## src/rtl/blkmv_pkg.sv

```systemverilog
package blkmv_pkg;
    localparam int BYTE_W = 8;

    typedef enum logic [1:0] {
        ST_IDLE  = 2'd0,
        ST_READ  = 2'd1,
        ST_WRITE = 2'd2,
        ST_DONE  = 2'd3
    } seq_state_e;

    typedef struct packed {
        logic cmp;
        logic dec;
        logic rpt;
    } seq_mode_t;

    localparam logic [BYTE_W-1:0] COPY_KEEP = 8'hE9;
    localparam logic [BYTE_W-1:0] SRCH_KEEP = 8'h01;
endpackage

```

## src/rtl/blkmv_ptrstep.sv

```systemverilog
module blkmv_ptrstep #(
    parameter int W = 16
) (
    input  logic [W-1:0] ptr,
    input  logic         dec,
    output logic [W-1:0] ptr_nxt
);
    always_comb begin
        if (dec) ptr_nxt = ptr - W'(1);
        else     ptr_nxt = ptr + W'(1);
    end
endmodule

```

## src/rtl/blkmv_flagcalc.sv

```systemverilog
module blkmv_flagcalc
    import blkmv_pkg::*;
#(
    parameter int CNT_W = 16
) (
    input  seq_mode_t          mode,
    input  logic [BYTE_W-1:0]  key,
    input  logic [BYTE_W-1:0]  rd_byte,
    input  logic [BYTE_W-1:0]  flags_old,
    input  logic [CNT_W-1:0]   cnt_nxt,
    output logic [BYTE_W-1:0]  flags_nxt,
    output logic               rep_nxt
);
    logic [BYTE_W-1:0] diff;
    logic              cnt_nz;
    logic              half;
    logic              diff_nz;

    always_comb begin
        diff    = key - rd_byte;
        diff_nz = |diff;
        cnt_nz  = |cnt_nxt;
        half    = |((key ^ rd_byte ^ diff) & 8'h10);
        if (mode.cmp) begin
            flags_nxt    = flags_old & SRCH_KEEP;
            flags_nxt[7] = diff[BYTE_W-1];
            flags_nxt[6] = ~diff_nz;
            flags_nxt[4] = half;
            flags_nxt[2] = cnt_nz;
            flags_nxt[1] = 1'b1;
            rep_nxt      = mode.rpt && cnt_nz && diff_nz;
        end else begin
            flags_nxt    = flags_old & COPY_KEEP;
            flags_nxt[2] = cnt_nz;
            rep_nxt      = mode.rpt && cnt_nz;
        end
    end
endmodule

```

## src/rtl/blkmv_ctl.sv

```systemverilog
module blkmv_ctl
    import blkmv_pkg::*;
(
    input  logic       clk,
    input  logic       rst_n,
    input  logic       start,
    input  logic       is_cmp,
    input  logic       mem_ack,
    output seq_state_e state,
    output logic       accept,
    output logic       rd_take,
    output logic       finish,
    output logic       mem_req,
    output logic       mem_we
);
    seq_state_e state_nxt;

    always_ff @(posedge clk) begin
        if (!rst_n) state <= ST_IDLE;
        else        state <= state_nxt;
    end

    always_comb begin
        state_nxt = state;
        accept    = 1'b0;
        rd_take   = 1'b0;
        finish    = 1'b0;
        mem_req   = 1'b0;
        mem_we    = 1'b0;
        unique case (state)
            ST_IDLE: begin
                if (start) begin
                    accept    = 1'b1;
                    state_nxt = ST_READ;
                end
            end
            ST_READ: begin
                mem_req = 1'b1;
                if (mem_ack) begin
                    rd_take = 1'b1;
                    if (is_cmp) begin
                        finish    = 1'b1;
                        state_nxt = ST_DONE;
                    end else begin
                        state_nxt = ST_WRITE;
                    end
                end
            end
            ST_WRITE: begin
                mem_req = 1'b1;
                mem_we  = 1'b1;
                if (mem_ack) begin
                    finish    = 1'b1;
                    state_nxt = ST_DONE;
                end
            end
            ST_DONE: state_nxt = ST_IDLE;
            default: state_nxt = ST_IDLE;
        endcase
    end


    wr_after_rd_chk: assert property (@(posedge clk) disable iff (!rst_n)
        (state == ST_WRITE) |-> ($past(state) == ST_READ || $past(state) == ST_WRITE));
endmodule

```

## src/rtl/blkmv_seq.sv

```systemverilog
module blkmv_seq
    import blkmv_pkg::*;
#(
    parameter int ADDR_W  = 16,
    parameter int CNT_W   = 16,
    parameter int PEN_CYC = 5,
    localparam int PEN_W  = $clog2(PEN_CYC + 1)
) (
    input  logic              clk,
    input  logic              rst_n,
    input  logic              start,
    input  logic              op_cmp,
    input  logic              op_dec,
    input  logic              op_rpt,
    input  logic [ADDR_W-1:0] src_in,
    input  logic [ADDR_W-1:0] dst_in,
    input  logic [CNT_W-1:0]  cnt_in,
    input  logic [BYTE_W-1:0] key_in,
    input  logic [BYTE_W-1:0] flags_in,
    output logic              mem_req,
    output logic              mem_we,
    output logic [ADDR_W-1:0] mem_addr,
    output logic [BYTE_W-1:0] mem_wdata,
    input  logic [BYTE_W-1:0] mem_rdata,
    input  logic              mem_ack,
    output logic              busy,
    output logic              step_done,
    output logic              repeat_req,
    output logic [PEN_W-1:0]  penalty_cycles,
    output logic [ADDR_W-1:0] src_out,
    output logic [ADDR_W-1:0] dst_out,
    output logic [CNT_W-1:0]  cnt_out,
    output logic [BYTE_W-1:0] flags_out
);
    seq_state_e        state;
    seq_mode_t         mode_q;
    logic              accept, rd_take, finish;
    logic [ADDR_W-1:0] src_q, dst_q, src_nxt, dst_nxt;
    logic [CNT_W-1:0]  cnt_q;
    logic [BYTE_W-1:0] key_q, flags_q, byte_q, byte_v, flags_nxt;
    logic              rep_q, rep_nxt;

    blkmv_ctl u_ctl (
        .clk     (clk),
        .rst_n   (rst_n),
        .start   (start),
        .is_cmp  (mode_q.cmp),
        .mem_ack (mem_ack),
        .state   (state),
        .accept  (accept),
        .rd_take (rd_take),
        .finish  (finish),
        .mem_req (mem_req),
        .mem_we  (mem_we)
    );

    blkmv_ptrstep #(.W(ADDR_W)) u_src_step (.ptr(src_q), .dec(mode_q.dec), .ptr_nxt(src_nxt));
    blkmv_ptrstep #(.W(ADDR_W)) u_dst_step (.ptr(dst_q), .dec(mode_q.dec), .ptr_nxt(dst_nxt));

    assign byte_v = rd_take ? mem_rdata : byte_q;

    blkmv_flagcalc #(.CNT_W(CNT_W)) u_flags (
        .mode      (mode_q),
        .key       (key_q),
        .rd_byte   (byte_v),
        .flags_old (flags_q),
        .cnt_nxt   (cnt_q - CNT_W'(1)),
        .flags_nxt (flags_nxt),
        .rep_nxt   (rep_nxt)
    );

    always_ff @(posedge clk) begin
        if (!rst_n) begin
            mode_q  <= '0;
            src_q   <= '0;
            dst_q   <= '0;
            cnt_q   <= '0;
            key_q   <= '0;
            flags_q <= '0;
            byte_q  <= '0;
            rep_q   <= 1'b0;
        end else begin
            if (accept) begin
                mode_q  <= '{cmp: op_cmp, dec: op_dec, rpt: op_rpt};
                src_q   <= src_in;
                dst_q   <= dst_in;
                cnt_q   <= cnt_in;
                key_q   <= key_in;
                flags_q <= flags_in;
                rep_q   <= 1'b0;
            end
            if (rd_take) byte_q <= mem_rdata;
            if (finish) begin
                src_q   <= src_nxt;
                dst_q   <= mode_q.cmp ? dst_q : dst_nxt;
                cnt_q   <= cnt_q - CNT_W'(1);
                flags_q <= flags_nxt;
                rep_q   <= rep_nxt;
            end
        end
    end

    always_comb begin
        mem_addr       = (state == ST_WRITE) ? dst_q : src_q;
        mem_wdata      = byte_q;
        busy           = (state != ST_IDLE);
        step_done      = (state == ST_DONE);
        repeat_req     = step_done && rep_q;
        penalty_cycles = repeat_req ? PEN_W'(PEN_CYC) : '0;
        src_out        = src_q;
        dst_out        = dst_q;
        cnt_out        = cnt_q;
        flags_out      = flags_q;
    end


    req_hold_chk: assert property (@(posedge clk) disable iff (!rst_n)
        (mem_req && !mem_ack) |=> (mem_req && $stable(mem_addr) && $stable(mem_we) && $stable(mem_wdata)));

    srch_nowrite_chk: assert property (@(posedge clk) disable iff (!rst_n)
        (mem_req && mem_we) |-> !mode_q.cmp);

    done_pulse_chk: assert property (@(posedge clk) disable iff (!rst_n)
        step_done |=> !step_done);

    quiet_outputs_chk: assert property (@(posedge clk) disable iff (!rst_n)
        !step_done |-> (penalty_cycles == '0 && !repeat_req));

    rpt_count_chk: assert property (@(posedge clk) disable iff (!rst_n)
        repeat_req |-> (cnt_out != '0 && mode_q.rpt));

    count_step_chk: assert property (@(posedge clk) disable iff (!rst_n)
        $rose(step_done) |-> (cnt_out == $past(cnt_out) - CNT_W'(1)));
endmodule

```

## config.mk

```make
export PLATFORM = sky130hd
export DESIGN_NAME = blkmv_seq
export DESIGN_NICKNAME = d
export VERILOG_FILES = /design/src/rtl/blkmv_pkg.sv /design/src/rtl/blkmv_ptrstep.sv /design/src/rtl/blkmv_flagcalc.sv /design/src/rtl/blkmv_ctl.sv /design/src/rtl/blkmv_seq.sv
export SDC_FILE = /design/constraint.sdc
export NUM_CORES = 1
export LEC_CHECK = 0
export ABC_AREA = 0
export BUFFER_PORTS_ARGS = -buffer_cell sky130_fd_sc_hd__buf_4
export CAP_MARGIN = 20
export CORE_MARGIN = 2
export CORE_UTILIZATION = 40
export DETAILED_ROUTE_END_ITERATION = 10
export SKIP_LAST_GASP = 1
export SYNTH_ARGS = -nofsm -noshare
export SYNTH_HDL_FRONTEND = slang
export SYNTH_SLANG_ARGS = --single-unit
export TNS_END_PERCENT = 50
```

## constraint.sdc

```tcl
create_clock -name clk -period 3.68 [get_ports clk]
set_input_delay 0.736 -clock clk [delete_from_list [all_inputs] [get_ports clk]]
set_output_delay 0.736 -clock clk [all_outputs]
set_load 0.02 [all_outputs]
```

==> key figures, run 1 <==
Setup path
  – Crit-path cells: inv_1 > ha_1 > nand2_2 > mux2_2 > ha_1 > nor2_1 > a21oi_1 > a211oi_1 > a2111oi_4 > nor2_2 > o2bb2ai_1 > nand3_1 > a31oi_1
  – R2R cell count: 13
  – Critical path data arrival time: 3.52 ns
  – Highest-delay cell along the critical path: a211oi_1
  – Crit path max-delay family: compound AO/OA/AOI/OAI gates
  – CP max stage delay: 0.46 ns
  – CP Max Fanout: 11
  – Cell mode on critical path: ha_1
  – R2R setup slack: 0.43 ns
  – Critical path depth: 13
  – Crit path buffers/inverters: 1
  – Crit path launch type: register
  – Critical path required time: 3.95 ns
  – Crit end category: register
  – CP Class: reg -> reg

Power
  – Tot Pwr: 5.037 mW
  – P_leak: 3.195 nW
  – Pwr per Cell Area: 710.2 nW/um2
  – Max IR drop VDD: 0.3456 mV

Cells and area
  – Antenna Cells: 0
  – NumNets Final: 969
  – Area grow syn2layout: 30.51%
  – Design area: 7092 um2
  – Fill count: 1330
  – Share of cells above drive strength 1: 26.46%

Synthesis
  – Yosys warns: 0
  – FFs w/ async S/R, synth: 0%
  – Synth Area in Simple Gates: 22.96%
  – Synth Area in Adders: 9.487%
  – Cell variety after synth: 67
  – Compound-Gate Fraction of Synth Area: 25.56%
  – Post-Syn Area: 5434 um2
  – Syn avg cell area: 7.730 um2
  – Post-synthesis mux area share: 4.789%
  – Xor/xnor share of the synthesized area: 3.707%
  – Post-synth EDFFs: 0
  – Syn Nets: 822
  – Synth Register Bits: 78
  – Largest family of logic cells by synthesized area: compound AO/OA/AOI/OAI gates
  – Synth Instances: 703
  – Top FF cell, synth: dfxtp_1
  – Register area share after synthesis: 28.74%

Detailed routing
  – Initial detailed-routing violation count: 385
  – Vias: 5733
  – Vias per std cell: 5.566
  – WL final: 18070 um
  – First-pass iteration count of the detailed router: 5
  – Final ANT Viol Nets: 0
  – DRC: 0
  – Drt wl/cell: 17.54 um

Place
  – Worst slack, placed: 0.4625 ns
  – Placed cell areas: 6802 um2
  – GP Congestion: 0.8289
  – Buffers added on ports: 165
  – DP HPWL: 13350 um

Clock network
  – CTS root buffer: clkbuf_16
  – CTS tree: done
  – CTS Hold Buffers Added: 0
  – Clk slew on worst S/H paths: 0.06 ns
  – Clk_lat worst skew: 0.34 ns
  – # resized after CTS: 0
  – Num CTS Buffers: 9
  – Post-CTS setup repair buffer count: 0
  – H-tree depth reported by CTS: 3
  – Max clock buf depth: 2
  – # clock sinks: 78

GRT
  – Largest net degree at the start of global routing: 41
  – Gr usage total: 24.43%
  – Vias in the first global route: 5605
  – Antenna violations before repair: 0
  – First-pass GRT wire length: 28320 um
  – Remaining Overflow, GRT: 0

Die
  – Die X: 120.6 um
  – Ports: 167
  – Cell Rows: 42
  – Initial core utilization: 41.03%
  – Die H: 120.6 um
  – Placeable Area: 13240 um2
  – Die area: 14530 um2

Timing
  – # setup viols final: 0
  – Final setup skew: 0.003543 ns
  – Final period utilization: 88.30%
  – RSZ-0062 raised after global routing: false
  – Worst-Margin Slew: 0.8886 ns
  – Final Hold Fails: 0
  – Setup TNS: 0 ns
  – Slew Limit Headroom: 40.67%
  – Final setup margin: 0.4305 ns
  – Max Clk Rate: 307.7 MHz
  – Slew Viols, Final: 0
  – Post-layout min period: 3.250 ns

Min path
  – Worst Hold Class: reg -> reg
  – Worst Hold Depth: 2

Outcome
  – Status: completed

Job
  – Max_cap viols: 0
==> worst min-delay path: stages (launching register included) <==
cell and delay (ns):
dfxtp_1 0.31, nand2_1 0.05, a21oi_1 0.05
==> path summary, 6_finish.rpt <==
kind | startpoint | to
worst max-delay path | u_ctl.state[1]$_SDFFE_PN0P_ | flags_out[6]$_SDFFE_PN0P_
worst min-delay path | key_q[0]$_SDFFE_PN0P_ | key_q[0]$_SDFFE_PN0P_
worst max register to register | u_ctl.state[1]$_SDFFE_PN0P_ | flags_out[6]$_SDFFE_PN0P_
worst min register to register | key_q[0]$_SDFFE_PN0P_ | key_q[0]$_SDFFE_PN0P_
==> registers in the layout, summed over array words and instances (netlist names) <==
name / flops
rep_q: 1
key_q: 8
flags_out: 8
mode_q: 3
cnt_out: 16
src_out: 16
dst_out: 16
u_ctl.state: 2
mem_wdata: 8
==> Yosys cell counts, types with 5 or more instances <==
cell	number	area share [%]
nand2b_1	8	0.92
ha_1	38	8.7
xor2_1	11	1.8
dfxtp_1	78	29
a311oi_1	11	1.8
o21ai_0	44	4.1
nand2_1	110	7.6
nor2_1	63	4.4
mux2_2	16	3.3
xnor2_1	12	1.9
mux2i_1	8	1.5
nor3_1	14	1.3
or3_1	6	0.69
clkbuf_1	29	2.0
a31oi_1	9	1.0
and3_1	11	1.3
a21o_1	9	1.2
or2_2	5	0.58
inv_1	19	1.3
a221oi_1	6	0.97
and2_1	5	0.58
a211oi_1	11	1.5
o211ai_1	6	0.83
nand3_1	23	2.1
a222oi_1	5	0.92
a21oi_1	60	5.5
buf_1	6	0.41
o21bai_1	5	0.69
==> area by class of cell <==
| class | count | area (um2) | area share (%) |
|---|---|---|---|
| Timing Repair Buffer | 177 | 1329 | 18.74 |
| Tap cell | 176 | 220.2 | 3.105 |
| Inverter | 19 | 71.32 | 1.006 |
| Sequential cell | 78 | 1562 | 22.02 |
| Clock inverter | 5 | 61.31 | 0.8645 |
| Multi-Input combinational cell | 565 | 3620 | 51.04 |
| Clock buffer | 10 | 229.0 | 3.229 |
==> metal layers <==
layer	wire length (um)	up-vias	track usage [%]
met3	964	22	3.868
met2	8362	155	39.76
met4	365	0	7.703
met1	8378	2701	33.15
li1	-	2855	-
met5	0	-	0
==> power by group <==
part / leakage [nW] / internal [mW] / switching [mW]
Sequential: 0.641 / 1.05 / 0.273
Combinational: 2.42 / 1.15 / 1.65
Clock: 0.131 / 0.524 / 0.387
Total: 3.20 / 2.73 / 2.31
==> cell families after synthesis <==
| kind of cell | count (synthesis) |
|---|---|
| XOR/XNOR | 23 |
| multiplexers | 24 |
| buffers and inverters | 60 |
| other | 1 |
| AND/OR/NAND/NOR | 270 |
| adder cells (fa/ha/maj) | 40 |
| AO/OA/AOI/OAI | 207 |
| flip-flops | 78 |
==> cell usage in the layout (no fill, tap or decap), drive strengths merged, types with 5 or more instances in the layout <==
master	instances
ha	38
nor2	64
a31oi	9
nand2	111
or3	6
or2	7
a21oi	61
a222oi	5
dfxtp	78
o21bai	5
a221oi	7
o211ai	7
xor2	11
inv	19
a311oi	11
mux2i	8
nand2b	8
a21o	9
nor4	6
nor3	14
mux2	16
clkbuf	10
buf	177
and2	5
nand3	23
a211oi	13
and3	11
o21ai	48
xnor2	12
==> through the flow <==
step                util [%]  instances  hold slack [ns]
global placement       51.36       1015           0.4486
floorplan                  -        703           0.4323
finish                 53.55       1030           0.4610
CTS                    53.55       1030           0.4602
detailed placement     51.36       1015           0.4515
global route           53.55       1030           0.4925
(Power assumes the default switching activity.)
==> run 2, diff against run 1 <==
- CTS_BUF_LIST: not set -> sky130_fd_sc_hd__clkbuf_16
- PLACE_DENSITY: not set -> 0.69
==> key figures, run 2 (synthesis results as in run 1) <==
Detailed routing
  – First-pass iteration count of the detailed router: 5 (unchanged)
  – Drt wl/cell: 16.43 um (-6.4%)
  – Initial detailed-routing violation count: 337 (-12%)
  – WL final: 16950 um (-6.2%)
  – Final ANT Viol Nets: 0 (unchanged)
  – Vias per std cell: 5.481 (-1.5%)
  – DRC: 0 (unchanged)
  – Vias: 5656 (-1.3%)

Cells and area
  – Final core utilization: 53.63% (+0.076 points)
  – Commonest non-fill, non-tap cell in the layout: buf_4
  – NumNets Final: 970 (+0.10%)
  – Antenna Cells: 0 (unchanged)
  – Final Non-Filler Cells: 1032 (+0.19%)
  – Multi-input gate area: 3620 um2 (unchanged)
  – Share of cells above drive strength 1: 26.52% (+0.055 points)
  – Area grow syn2layout: 30.69%
  – FF+latch area: 1562 um2 (unchanged)
  – Commonest non-fill, non-tap cells in the layout: buf_4, nand2_1, dfxtp_1
  – Fill count: 1318 (-0.90%)

Clock network
  – H-tree depth reported by CTS: 3 (unchanged)
  – # clock sinks: 78 (unchanged)
  – Max clock buf depth: 2 (unchanged)
  – Post-CTS setup repair buffer count: 0 (unchanged)
  – # resized after CTS: 0 (unchanged)
  – Num CTS Buffers: 9 (unchanged)
  – Clk slew on worst S/H paths: 0.07 ns (about the same)
  – CTS Hold Buffers Added: 0 (unchanged)
  – CTS tree: done
  – CTS root buffer: clkbuf_16
  – Clk_lat worst skew: 0.35 ns (about the same)

Setup path
  – CP Class: reg -> reg
  – Critical path data arrival time: 3.47 ns (-0.05 ns)
  – RR Startpoint: u_ctl.state[1]$_SDFFE_PN0P_
  – Crit-path cells: inv_1 > ha_1 > nand2_2 > mux2_2 > ha_1 > a211oi_2 > a21oi_1 > a211oi_1 > a2111oi_4 > nor2_2 > o2bb2ai_1 > and3_1 > o21ai_1
  – Critical path required time: 3.92 ns (-0.03 ns)
  – Crit path launch type: register
  – CP Max Fanout: 11 (unchanged)
  – CP max stage delay: 0.48 ns (+0.02 ns)
  – Highest-delay cell along the critical path: a211oi_1
  – Cell mode on critical path: ha_1
  – Crit end category: register
  – Crit path from: u_ctl.state[1]$_SDFFE_PN0P_

GRT
  – Vias in the first global route: 5251 (-6.3%)
  – Met2 Resource Use GR: 37.68% (-2.1 points)
  – Met3 Usage GRT: 4.057% (+0.19 points)
  – Grt peak-use layer: met2
  – Gr usage total: 23.22% (-1.2 points)
  – Remaining Overflow, GRT: 0 (unchanged)
  – Antenna violations before repair: 0 (unchanged)
  – Largest net degree at the start of global routing: 39 (-4.9%)
  – Met1 Usage GRT: 31.49% (-1.7 points)
  – First-pass GRT wire length: 26870 um (-5.1%)

Timing
  – # setup viols final: 0 (unchanged)
  – Slew Viols, Final: 0 (unchanged)
  – Setup TNS: 0 ns (unchanged)
  – Worst-Margin Slew: 0.7519 ns (-0.1367 ns)
  – Final Hold Fails: 0 (unchanged)
  – Max Clk Rate: 309.0 MHz (+0.41%)
  – Post-layout min period: 3.236 ns (-0.01329 ns)
  – Final setup skew: 0.01023 ns (+0.006687 ns)
  – Final period utilization: 87.94% (-0.36 points)
  – RSZ-0062 raised after global routing: false
  – Slew Limit Headroom: 49.80% (+9.1 points)

Die
  – Ports: 167 (unchanged)
  – Initial core utilization: 41.03% (unchanged)
  – Die area: 14530 um2 (unchanged)
  – Placeable Area: 13240 um2 (unchanged)
  – Die X: 120.6 um (unchanged)
  – Die H: 120.6 um (unchanged)
  – Cell Rows: 42 (unchanged)

Power
  – P_leak: 3.206 nW (+0.32%)
  – Pwr per Cell Area: 701.4 nW/um2 (-1.2%)
  – Max IR drop VDD: 0.2988 mV (-14%)

Place
  – Inst Count DP: 1016 (+0.099%)
  – DP HPWL: 12600 um (-5.6%)
  – GP Congestion: 0.8523 (+2.8%)
  – Buffers added on ports: 165 (unchanged)

Outcome
  – Status: completed

Job
  – Max_cap viols: 0 (unchanged)

Min path
  – Worst Hold Launch: flags_out[0]$_SDFFE_PN0P_
  – Worst Hold Class: reg -> reg
## run 2: power by group
group	internal, mW	switching (mW)	total (mW)
clock	0.521	0.379	0.900
sequential	1.05	0.267	1.32
combinational	1.15	1.61	2.76
## run 2: worst paths after layout
path | endpoint | slack (ns) | cells after the start
max | rep_q$_SDFFE_PN0P_ | 0.44 | 13
min | flags_out[0]$_SDFFE_PN0P_ | 0.46 | 2
max reg2reg | rep_q$_SDFFE_PN0P_ | 0.44 | 13
min reg2reg | flags_out[0]$_SDFFE_PN0P_ | 0.46 | 2
## run 2: routing by layer
metal  share of wire, %  up-vias  wire length (um)
met5                  0        -                 0
met4                1.4        0               240
met3                5.1       15               863
met2                 47      142              7914
met1                 47     2636              7933
li1                   -     2863                 -
## run 2: critical path: cells and delay by family (launching register included)
family | cells | cell delay, ns
adders and majority gates | 2 | 0.57
AOI/OAI and AO/OA | 6 | 1.15
and+or+nand+nor | 3 | 0.55
DFF | 1 | 0.40
muxes | 1 | 0.36
buffers and inverters | 1 | 0.11
## run 2: through the flow
step / cell area (um2) / hold WS [ns] / setup WS, ns / total power [mW]
after floorplan: 5434 / 0.4323 / 0.7139 / 3.182
after global placement: 6809 / 0.4441 / 0.5357 / 4.058
after detailed placement: 6809 / 0.4488 / 0.4583 / 4.086
after CTS: 7102 / 0.4579 / 0.4656 / 4.995
after global routing: 7102 / 0.4780 / 0.2236 / 5.338
final: 7102 / 0.4605 / 0.4438 / 4.981
## run 2: layout make-up
type                            count  share of cell area (%)
Clock buffer                        9                   3.171
Clock inverter                      7                  0.9514
Inverter                           19                   1.004
Multi-Input combinational cell    565                   50.97
Sequential cell                    78                   21.99
Tap cell                          176                   3.101
Timing Repair Buffer              178                   18.82
